==> src/rtl/mux_bus_demux.sv <==
module mux_bus_demux #(
  parameter int PAGE_W = 6,
  parameter int WIN_W  = 14,
  localparam int XAW   = PAGE_W + WIN_W
) (
  input  logic              clk,
  input  logic              rst_n,
  input  logic              strap_dbg,
  input  logic              strap_hi,
  input  logic              strap_lo,
  input  logic              bphase,
  input  logic              lo_sel_n,
  input  logic              rnw,
  input  logic              win_n,
  input  logic [PAGE_W-1:0] page_i,
  input  logic [7:0]        port_hi_i,
  input  logic [7:0]        port_lo_i,
  output logic [7:0]        port_hi_o,
  output logic [7:0]        port_lo_o,
  output logic [1:0]        port_oe_o,
  output logic [XAW-1:0]    phys_addr_o,
  output logic [1:0]        mem_cs_n,
  output logic [1:0]        mem_oe_n,
  output logic [1:0]        mem_we_n,
  output logic [15:0]       mem_dq_o,
  output logic [1:0]        mem_dq_oe,
  input  logic [15:0]       mem_dq_i,
  output logic              bus_err_o
);

  typedef enum logic [1:0] {M_SINGLE, M_WIDE, M_NARROW} mode_t;

  function automatic mode_t strap_mode(input logic d, input logic h, input logic l);
    if (d && h && l)        return M_WIDE;
    else if (d && !h && l)  return M_NARROW;
    else                    return M_SINGLE;
  endfunction

  mode_t              mode_q, strap_q;
  logic               live_q, eclk_d, second_q, err_q;
  logic [15:0]        addr_q;
  logic               losel_q, rnw_q, win_q;
  logic [PAGE_W-1:0]  page_q;
  logic               expanded, narrow, is16, illegal, phase_end, split_start, latch_en, active;
  logic [1:0]         lane, lane_on, rd_lanes;
  logic [15:0]        eff_addr;

  assign expanded    = (mode_q == M_WIDE) || (mode_q == M_NARROW);
  assign narrow      = (mode_q == M_NARROW);
  assign is16        = !losel_q && !addr_q[0];
  assign illegal     = losel_q && addr_q[0] && !second_q;
  assign phase_end   = expanded && !bphase && eclk_d;
  assign split_start = phase_end && narrow && is16 && !second_q;
  assign latch_en    = expanded && !bphase && !second_q && !split_start;
  assign active      = expanded && bphase && !illegal;

  always_ff @(posedge clk) begin
    if (!rst_n) begin
      mode_q   <= M_SINGLE;
      strap_q  <= strap_mode(strap_dbg, strap_hi, strap_lo);
      live_q   <= 1'b0;
      eclk_d   <= 1'b0;
      second_q <= 1'b0;
      err_q    <= 1'b0;
      addr_q   <= '0;
      losel_q  <= 1'b1;
      rnw_q    <= 1'b1;
      win_q    <= 1'b1;
      page_q   <= '0;
    end else begin
      if (!live_q) begin
        mode_q <= strap_q;
        live_q <= 1'b1;
      end
      eclk_d <= bphase;
      if (latch_en) begin
        addr_q  <= {port_hi_i, port_lo_i};
        losel_q <= lo_sel_n;
        rnw_q   <= rnw;
        win_q   <= win_n;
        page_q  <= page_i;
      end
      if (phase_end) second_q <= split_start;
      if (expanded && bphase && illegal) err_q <= 1'b1;
    end
  end

  always_comb begin
    if (second_q) lane = 2'b01;
    else begin
      case ({losel_q, addr_q[0]})
        2'b10:   lane = 2'b10;
        2'b01:   lane = 2'b01;
        2'b00:   lane = narrow ? 2'b10 : 2'b11;
        default: lane = 2'b00;
      endcase
    end
  end

  assign lane_on   = active ? lane : 2'b00;
  assign rd_lanes  = lane_on & {2{rnw_q}};
  assign mem_cs_n  = ~lane_on;
  assign mem_oe_n  = ~rd_lanes;
  assign mem_we_n  = ~(lane_on & {2{~rnw_q}});
  assign mem_dq_oe = lane_on & {2{~rnw_q}};
  assign mem_dq_o  = narrow ? {port_hi_i, port_hi_i} : {port_hi_i, port_lo_i};
  assign port_oe_o = narrow ? {|rd_lanes, 1'b0} : rd_lanes;
  assign port_hi_o = (narrow && rd_lanes[0]) ? mem_dq_i[7:0] : mem_dq_i[15:8];
  assign port_lo_o = mem_dq_i[7:0];
  assign bus_err_o = err_q;

  assign eff_addr    = second_q ? (addr_q | 16'h0001) : addr_q;
  assign phys_addr_o = win_q ? {{(XAW-16){1'b0}}, eff_addr}
                             : {page_q, eff_addr[WIN_W-1:0]};


  mode_fixed_chk: assert property (@(posedge clk) disable iff (!rst_n)
    live_q && $past(live_q) |-> $stable(mode_q));

  single_quiet_chk: assert property (@(posedge clk) disable iff (!rst_n)
    (mode_q == M_SINGLE) |-> (mem_cs_n == 2'b11 && mem_dq_oe == 2'b00 && port_oe_o == 2'b00));

  addr_hold_chk: assert property (@(posedge clk) disable iff (!rst_n)
    bphase && $past(bphase) |-> $stable(phys_addr_o));

  rw_exclusive_chk: assert property (@(posedge clk) disable iff (!rst_n)
    ((~mem_oe_n) & (~mem_we_n)) == 2'b00);

  err_sticky_chk: assert property (@(posedge clk) disable iff (!rst_n)
    bus_err_o |=> bus_err_o);

  addr_phase_release_chk: assert property (@(posedge clk) disable iff (!rst_n)
    !bphase |-> (mem_dq_oe == 2'b00 && mem_cs_n == 2'b11));

endmodule

==> config.mk <==
export PLATFORM = sky130hd
export DESIGN_NAME = mux_bus_demux
export DESIGN_NICKNAME = d
export VERILOG_FILES = /design/src/rtl/mux_bus_demux.sv
export SDC_FILE = /design/constraint.sdc
export NUM_CORES = 1
export LEC_CHECK = 0
export BUFFER_PORTS_ARGS = -buffer_cell sky130_fd_sc_hd__buf_2
export CAP_MARGIN = 20
export CORE_UTILIZATION = 47
export CTS_CLUSTER_SIZE = 12
export DETAILED_ROUTE_END_ITERATION = 16
export PLACE_DENSITY = 0.85
export SYNTH_ARGS = -nofsm -noshare
export SYNTH_HDL_FRONTEND = slang
export SYNTH_SLANG_ARGS = --single-unit
==> constraint.sdc <==
create_clock -name clk -period 3.9 [get_ports clk]
set_input_delay 0.78 -clock clk [delete_from_list [all_inputs] [get_ports clk]]
set_output_delay 0.78 -clock clk [all_outputs]
set_load 0.05 [all_outputs]
==> results of run 1 <==
per-stage QoR:
| stage | power (mW) | utilization, % | worst slack (ps) |
|---|---|---|---|
| global route | 0.914 | 61.8 | 276 |
| detailed placement | 0.644 | 59.6 | 733 |
| floorplan | 0.597 | - | 638 |
| global placement | 0.640 | 59.6 | 832 |
| CTS | 0.883 | 61.8 | 421 |
| finish | 0.875 | 61.8 | 490 |
final cells by class:
cell class	instances	share of cell area, %
Clock inverter	2	0.433
Multi-Input combinational cell	130	39.5
Clock buffer	6	3.14
Tap cell	48	2.60
Timing Repair Buffer	110	23.9
Sequential cell	33	29.4
Inverter	6	0.973
worst min-delay path, delay by kind of cell (launching register included):
| family | cells | cell delay (ps) |
|---|---|---|
| flops | 1 | 310 |
| mux | 1 | 50 |
| simple gates | 1 | 50 |
registers in the layout (all words and copies together), names as in the netlist:
register   flops
live_q         1
page_q         6
losel_q        1
win_q          1
addr_q        16
eclk_d         1
rnw_q          1
second_q       1
bus_err_o      1
mode_q         2
strap_q        2
layer usage:
layer	wire, um	track usage, %	vias up
met1	1640	21.2	716
met2	1820	33.6	80
met4	81	9.51	0
met5	0	0	-
met3	289	4.17	11
li1	-	-	812
how the worst max path moves through the flow:
| stage | from | endpoint | depth (start not counted) |
|---|---|---|---|
| 2_1_floorplan | mode_q[0] | port_oe_o[0] | 5 |
| 3_3_place_gp | mode_q[0] | port_hi_o[3] | 6 |
| 3_5_place_dp | mode_q[0] | port_hi_o[7] | 6 |
| 4_1_cts | mode_q[0] | port_hi_o[7] | 6 |
| 5_1_grt | mode_q[0] | port_hi_o[2] | 6 |
| 6_report | mode_q[0] | port_hi_o[7] | 6 |
logic make-up (layout without fill, tap and decap cells):
group           after synthesis  in the layout  synth area share [%]
compound gates                8              8                  5.28
fa+ha+maj                     1              1                 0.668
buf+inv                      43            124                  14.8
flops                        33             33                  36.3
mux                          44             44                  24.7
simple gates                 77             77                  18.2
power by group through the flow:
stage          logic (mW)  registers, mW  clock network [mW]
6_report            0.263          0.371               0.241
5_1_grt             0.280          0.374               0.260
2_1_floorplan       0.221          0.376                   0
4_1_cts             0.265          0.372               0.246
3_5_place_dp        0.265          0.379                   0
3_3_place_gp        0.262          0.378                   0
cells in the final DEF, fill, tap and decap left out, types with 5 or more instances in the layout:
cell type	n
sky130_fd_sc_hd__inv_1	5
sky130_fd_sc_hd__dfxtp_1	31
sky130_fd_sc_hd__clkbuf_8	5
sky130_fd_sc_hd__nor2b_1	6
sky130_fd_sc_hd__nand2_1	48
sky130_fd_sc_hd__nor2_1	11
sky130_fd_sc_hd__mux2_2	18
sky130_fd_sc_hd__mux2i_1	26
sky130_fd_sc_hd__buf_2	109
==> flow_summary_export.csv, run 1 <==
group,metric,value,unit
run_status,outcome,"finished clean",
setup_path,timing.critical_path.from_type,"flip-flop",
detailed_routing,drc_errors,0,
floorplan,core.rowCount,22,
detailed_routing,drtPass1Iterations,4,
synth,yosysSeqAreaShare,36.3,%
synth,post_synth_num_cell_types,27,
power_and_ir_drop,power.density,378,nW/um^2
cts,tritoncts,"built",
sta,timing.final.setup_violations,0,
setup_path,crit_path_top_delay_cell,"sky130_fd_sc_hd__a2111oi_4",
placed_design,buffer_ports.inserted,109,
detailed_routing,drt-total-wl,3.83,mm
worst_hold_path,min_delay_endpoint,"addr_q[4]",
synth,yosysWarnings,0,
floorplan,ios,110,
placed_design,place_inst,327,
synth,synthMostInstantiatedCell,"sky130_fd_sc_hd__nand2_1",
synth,netlist_instances,206,
placed_design,postPlaceCellArea,2230,sq um
setup_path,crit_buf_inv,2,
setup_path,worst_ep_arrival_time,2630,ps
floorplan,chipHeight,65.1,um
global_routing,global_route_overflow,0,
global_routing,grt_start_max_net_pins,50,
detailed_routing,drt_iter0_drc,36,
synth,yosysTopAreaCellShare,33.1,%
cells_and_area,area_delta_synth_final,23.5,%
setup_path,critPathKind,"flip-flop to primary output",
placed_design,gp_routability_congestion,0.749,
synth,synth_top_area_cell,"sky130_fd_sc_hd__dfxtp_1",
synth,postSynthAreaPerCell,9.09,sq um
synth,post_synth_most_frequent_cells,"48 x sky130_fd_sc_hd__nand2_1, 31 x sky130_fd_sc_hd__buf_4, 31 x sky130_fd_sc_hd__dfxtp_1, 26 x sky130_fd_sc_hd__mux2i_1, 18 x sky130_fd_sc_hd__mux2_2",
setup_path,required,3120,ps
sta,maxSlewHeadroom,47.6,%
cts,cts_hold_buf,0,
synth,ys.flop_type,"sky130_fd_sc_hd__dfxtp_1",
cts,htreeDepth,2,
sta,rsz_0062_raised_after_global_routing,"no",
synth,synth.area.top_cells,"sky130_fd_sc_hd__dfxtp_1 33%, sky130_fd_sc_hd__mux2i_1 14%, sky130_fd_sc_hd__buf_4 12%",
sta,final_max_slew_viol_count,0,
cts,cts_buffer_count,5,
detailed_routing,antenna_violating_nets_post_route,0,
synth,async_reset_ff_share,0,%
sta,timing_worst_slew_pin_value,786,ps
power_and_ir_drop,cellLeakagePower,1.12,nW
setup_path,worst-path-max-fanout,14,
global_routing,track_usage,18.9,%
setup_path,cp_cell_sequence,"inv_1, ha_1, nand2_1, a2111oi_4, mux2_2, buf_2",
floorplan,fp.dieW,65.1,um
cells_and_area,nNetsFinal,334,
power_and_ir_drop,internal_power,560,uW
worst_hold_path,hold_path_depth,2,
detailed_routing,dr_total_vias,1619,
power_and_ir_drop,power.combinational.fraction,30.1,%
cells_and_area,layout.area.seq,681,sq um
sta,fin_crit_sh,87.4,%
synth,post_synth_instance_area,1870,sq um
worst_hold_path,hold_path_startpoint,"addr_q[4]",
setup_path,worst-r2r-setup-slack,1680,ps
synth,ys_seq_elements,33,
cells_and_area,finish.cell_count_without_fillers,335,
power_and_ir_drop,power_frac_seq,42.4,%
cells_and_area,num_antenna_cells,0,
sta,hold_violations,0,
floorplan,core_region_area,3740,sq um
sta,highest_achievable_clock_rate,293,MHz
global_routing,first_global_vias,1412,
setup_path,critical-path-max-stage-delay,600,ps
cells_and_area,layout-drive-gt1-share,48.4,%
detailed_routing,wl_per_cell,11.4,um
sta,fin_setup_tns,0,ps
global_routing,antenna_found_initial,0,
cts,clk_latency,280,ps
synth,number_of_synthesized_flops_with_an_enable_pin,2,
setup_path,worstReg2RegEnd,"rnw_q",
setup_path,ff2ff_path_depth,6,
cts,cts_setup_buffers,0,
floorplan,starting_utilization_of_the_core_area,50.0,%
cts,clock-sinks,33,
synth,synth_net_count,254,
cells_and_area,multi_input_comb_area,915,sq um
worst_hold_path,worstHoldPathType,"flip-flop to flip-flop",
floorplan,die_outline_area,4240,sq um
setup_path,critical_path.reg2reg.startpoint,"mode_q[0]",
cts,cts.root.buffer_cell,"sky130_fd_sc_hd__clkbuf_8",
global_routing,grt_pass1_wl,6.15,mm
setup_path,crit_path_end_kind,"primary output",
power_and_ir_drop,ir_drop,0.218,mV
power_and_ir_drop,power_frac_clock,27.5,%
setup_path,cpLargestDelayFamily,"compound AO/OA/AOI/OAI gates",
detailed_routing,route.detailed.vias_per_inst,4.83,
placed_design,post-dp-hpwl,2.95,mm
sta,final.setup_skew,4.12,ps
cts,worst_setup_hold_path_clk_slew,70,ps
run,max_cap_violations,0,
sta,hold_slack,454,ps
power_and_ir_drop,total_switching_power,315,uW
cells_and_area,finish.instance_area,2310,sq um
cells_and_area,filler_cells_inserted,336,
sta,finalWorstPathRequiredPeriod,3410,ps
power_and_ir_drop,power_switching_share,36.0,%
cts,clk_path_buf_depth,2,
cts,cts.repair.resized,0,
No activity file was read; power rests on OpenSTA's default activity.
==> inputs of run 2 (changes only) <==
- CORE_UTILIZATION: 47 -> 45
- PLACE_DENSITY: 0.85 -> 0.82
- SKIP_CTS_REPAIR_TIMING: not set -> 1
==> run 2 against run 1 <==
  * Non-clock buffer count is 1 higher
  * Sequential cell count stayed put
  * Combinational power hardly changed
  * Cell count is 0.90% higher
  * Final area is 0.32% higher
  * Clock skew is 1.2 ps lower
  * Sequential power hardly changed
  * Clock power hardly changed
  * Register-to-register slack better by 80 ps
  * Critical path type unchanged
  * Highest routed layer unchanged
==> flow_summary_export.csv, run 2 (synthesis gave the netlist of run 1 again) <==
group,metric,value,unit
global_routing,first_global_vias,1337,
setup_path,critical-path-max-stage-delay,630,ps
worst_hold_path,worstHoldPathType,"flip-flop to flip-flop",
sta,final.setup_skew,2.88,ps
sta,timing.final.setup_violations,0,
cts,cts_buffer_count,5,
setup_path,timing.critical_path.from_type,"flip-flop",
floorplan,core.rowCount,23,
sta,hold_violations,0,
power_and_ir_drop,cellLeakagePower,1.11,nW
setup_path,critPathKind,"flip-flop to primary output",
detailed_routing,wl_met3,276,um
sta,highest_achievable_clock_rate,293,MHz
cells_and_area,num_antenna_cells,0,
cts,clock-sinks,33,
floorplan,fp.dieW,66.5,um
power_and_ir_drop,power.density,377,nW/um^2
cts,cts.root.buffer_cell,"sky130_fd_sc_hd__clkbuf_8",
floorplan,starting_utilization_of_the_core_area,46.8,%
detailed_routing,routedLengthMet1,1.56,mm
global_routing,grt_pass1_wl,5.73,mm
setup_path,worst-path-max-fanout,14,
setup_path,cpLargestDelayFamily,"compound AO/OA/AOI/OAI gates",
sta,maxSlewHeadroom,56.0,%
cells_and_area,filler_cells_inserted,377,
cts,clk_path_buf_depth,2,
floorplan,ios,110,
setup_path,crit_buf_inv,2,
sta,fin_crit_sh,87.6,%
setup_path,cp_cell_sequence,"inv_1, ha_1, nand2_1, a2111oi_4, mux2_2, buf_2",
detailed_routing,drtPass1Iterations,4,
cells_and_area,regMostFlops,"addr_q",
sta,finalWorstPathRequiredPeriod,3410,ps
cts,tritoncts,"built",
cells_and_area,area_delta_synth_final,23.9,%
cells_and_area,largest_register_ffs,16,
global_routing,grt_start_max_net_pins,50,
detailed_routing,drt_iter0_drc,37,
sta,timing_worst_slew_pin_value,660,ps
floorplan,chipHeight,66.5,um
detailed_routing,route.detailed.vias_per_inst,4.74,
detailed_routing,drc_errors,0,
global_routing,track_usage,17.5,%
placed_design,post-dp-hpwl,2.88,mm
global_routing,global_route_overflow,0,
detailed_routing,route.top_layer_used,"met4",
cts,htreeDepth,2,
detailed_routing,met2_length,1.88,mm
sta,hold_slack,453,ps
cells_and_area,layout.cells.most_common_list,"109 x sky130_fd_sc_hd__buf_2, 48 x sky130_fd_sc_hd__nand2_1, 31 x sky130_fd_sc_hd__dfxtp_1",
detailed_routing,wl_per_cell,11.2,um
placed_design,buffer_ports.inserted,109,
setup_path,required,3120,ps
sta,final_max_slew_viol_count,0,
cts,worst_setup_hold_path_clk_slew,60,ps
setup_path,worst_ep_arrival_time,2630,ps
power_and_ir_drop,ir_drop,0.269,mV
setup_path,crit_path_top_delay_cell,"sky130_fd_sc_hd__a2111oi_4",
sta,fin_setup_tns,0,ps
sta,rsz_0062_raised_after_global_routing,"no",
cells_and_area,nNetsFinal,335,
cells_and_area,layout_commonest_cell,"sky130_fd_sc_hd__buf_2",
cts,clk_latency,280,ps
placed_design,gp_routability_congestion,0.719,
setup_path,crit_path_end_kind,"primary output",
global_routing,antenna_found_initial,0,
detailed_routing,antenna_violating_nets_post_route,0,
floorplan,die_outline_area,4420,sq um
cells_and_area,largestRegisters,"addr_q (16), page_q (6)",
run_status,outcome,"finished clean",
cells_and_area,layout-drive-gt1-share,47.9,%
detailed_routing,dr_total_vias,1601,
power_and_ir_drop,totalPowerFinal,874,uW
floorplan,core_region_area,4000,sq um
detailed_routing,drt-total-wl,3.78,mm
run,max_cap_violations,0,
[run 2: path summary, 6_finish.rpt]
check	startpoint	endpoint	slack, ps	cells past startpoint
hold / removal	page_q[2]	page_q[2]	450	2
setup / recovery	mode_q[0]	port_hi_o[3]	490	6
setup reg to reg	mode_q[0]	win_q	1760	6
hold reg to reg	page_q[2]	page_q[2]	450	2
[run 2: stage by stage]
| step | instances | setup slack, ps | cell area (sq um) | util, % |
|---|---|---|---|---|
| 3_3_place_gp | 330 | 844 | 2240 | 56.0 |
| 3_5_place_dp | 330 | 757 | 2240 | 56.0 |
| 6_report | 338 | 485 | 2320 | 58.0 |
| 4_1_cts | 338 | 442 | 2320 | 58.0 |
| 2_1_floorplan | 206 | 638 | 1870 | - |
| 5_1_grt | 338 | 284 | 2320 | 58.0 |
[run 2: layout make-up]
cell class | instances | area (sq um) | area share [%]
Multi-Input combinational cell | 130 | 915 | 39.4
Sequential cell | 33 | 681 | 29.3
Timing Repair Buffer | 111 | 561 | 24.2
Clock buffer | 8 | 80.1 | 3.45
Tap cell | 50 | 62.6 | 2.70
Inverter | 6 | 22.5 | 0.970
[run 2: worst reg2reg max path: cells and delay by family (launching register included)]
family	cells	cell delay, ps
and+or+nand+nor	1	290
DFF	1	330
buffers and inverters	2	460
AOI/OAI and AO/OA	1	340
muxes	1	250
adders and majority gates	1	410
[run 2: per-layer routing]
metal | vias to the layer above | global-route usage [%]
met2 | 77 | 32.8
li1 | 819 | -
met5 | - | 0
met1 | 699 | 18.3
met4 | 0 | 6.38
met3 | 6 | 5.14
[run 2: power by group]
| part | leakage [nW] | internal, mW | total, mW | switching, mW |
|---|---|---|---|---|
| registers | 0.272 | 0.360 | 0.371 | 0.0110 |
| clock network | 0.0395 | 0.127 | 0.240 | 0.113 |
| logic | 0.803 | 0.0776 | 0.263 | 0.186 |
| total | 1.11 | 0.564 | 0.874 | 0.310 |
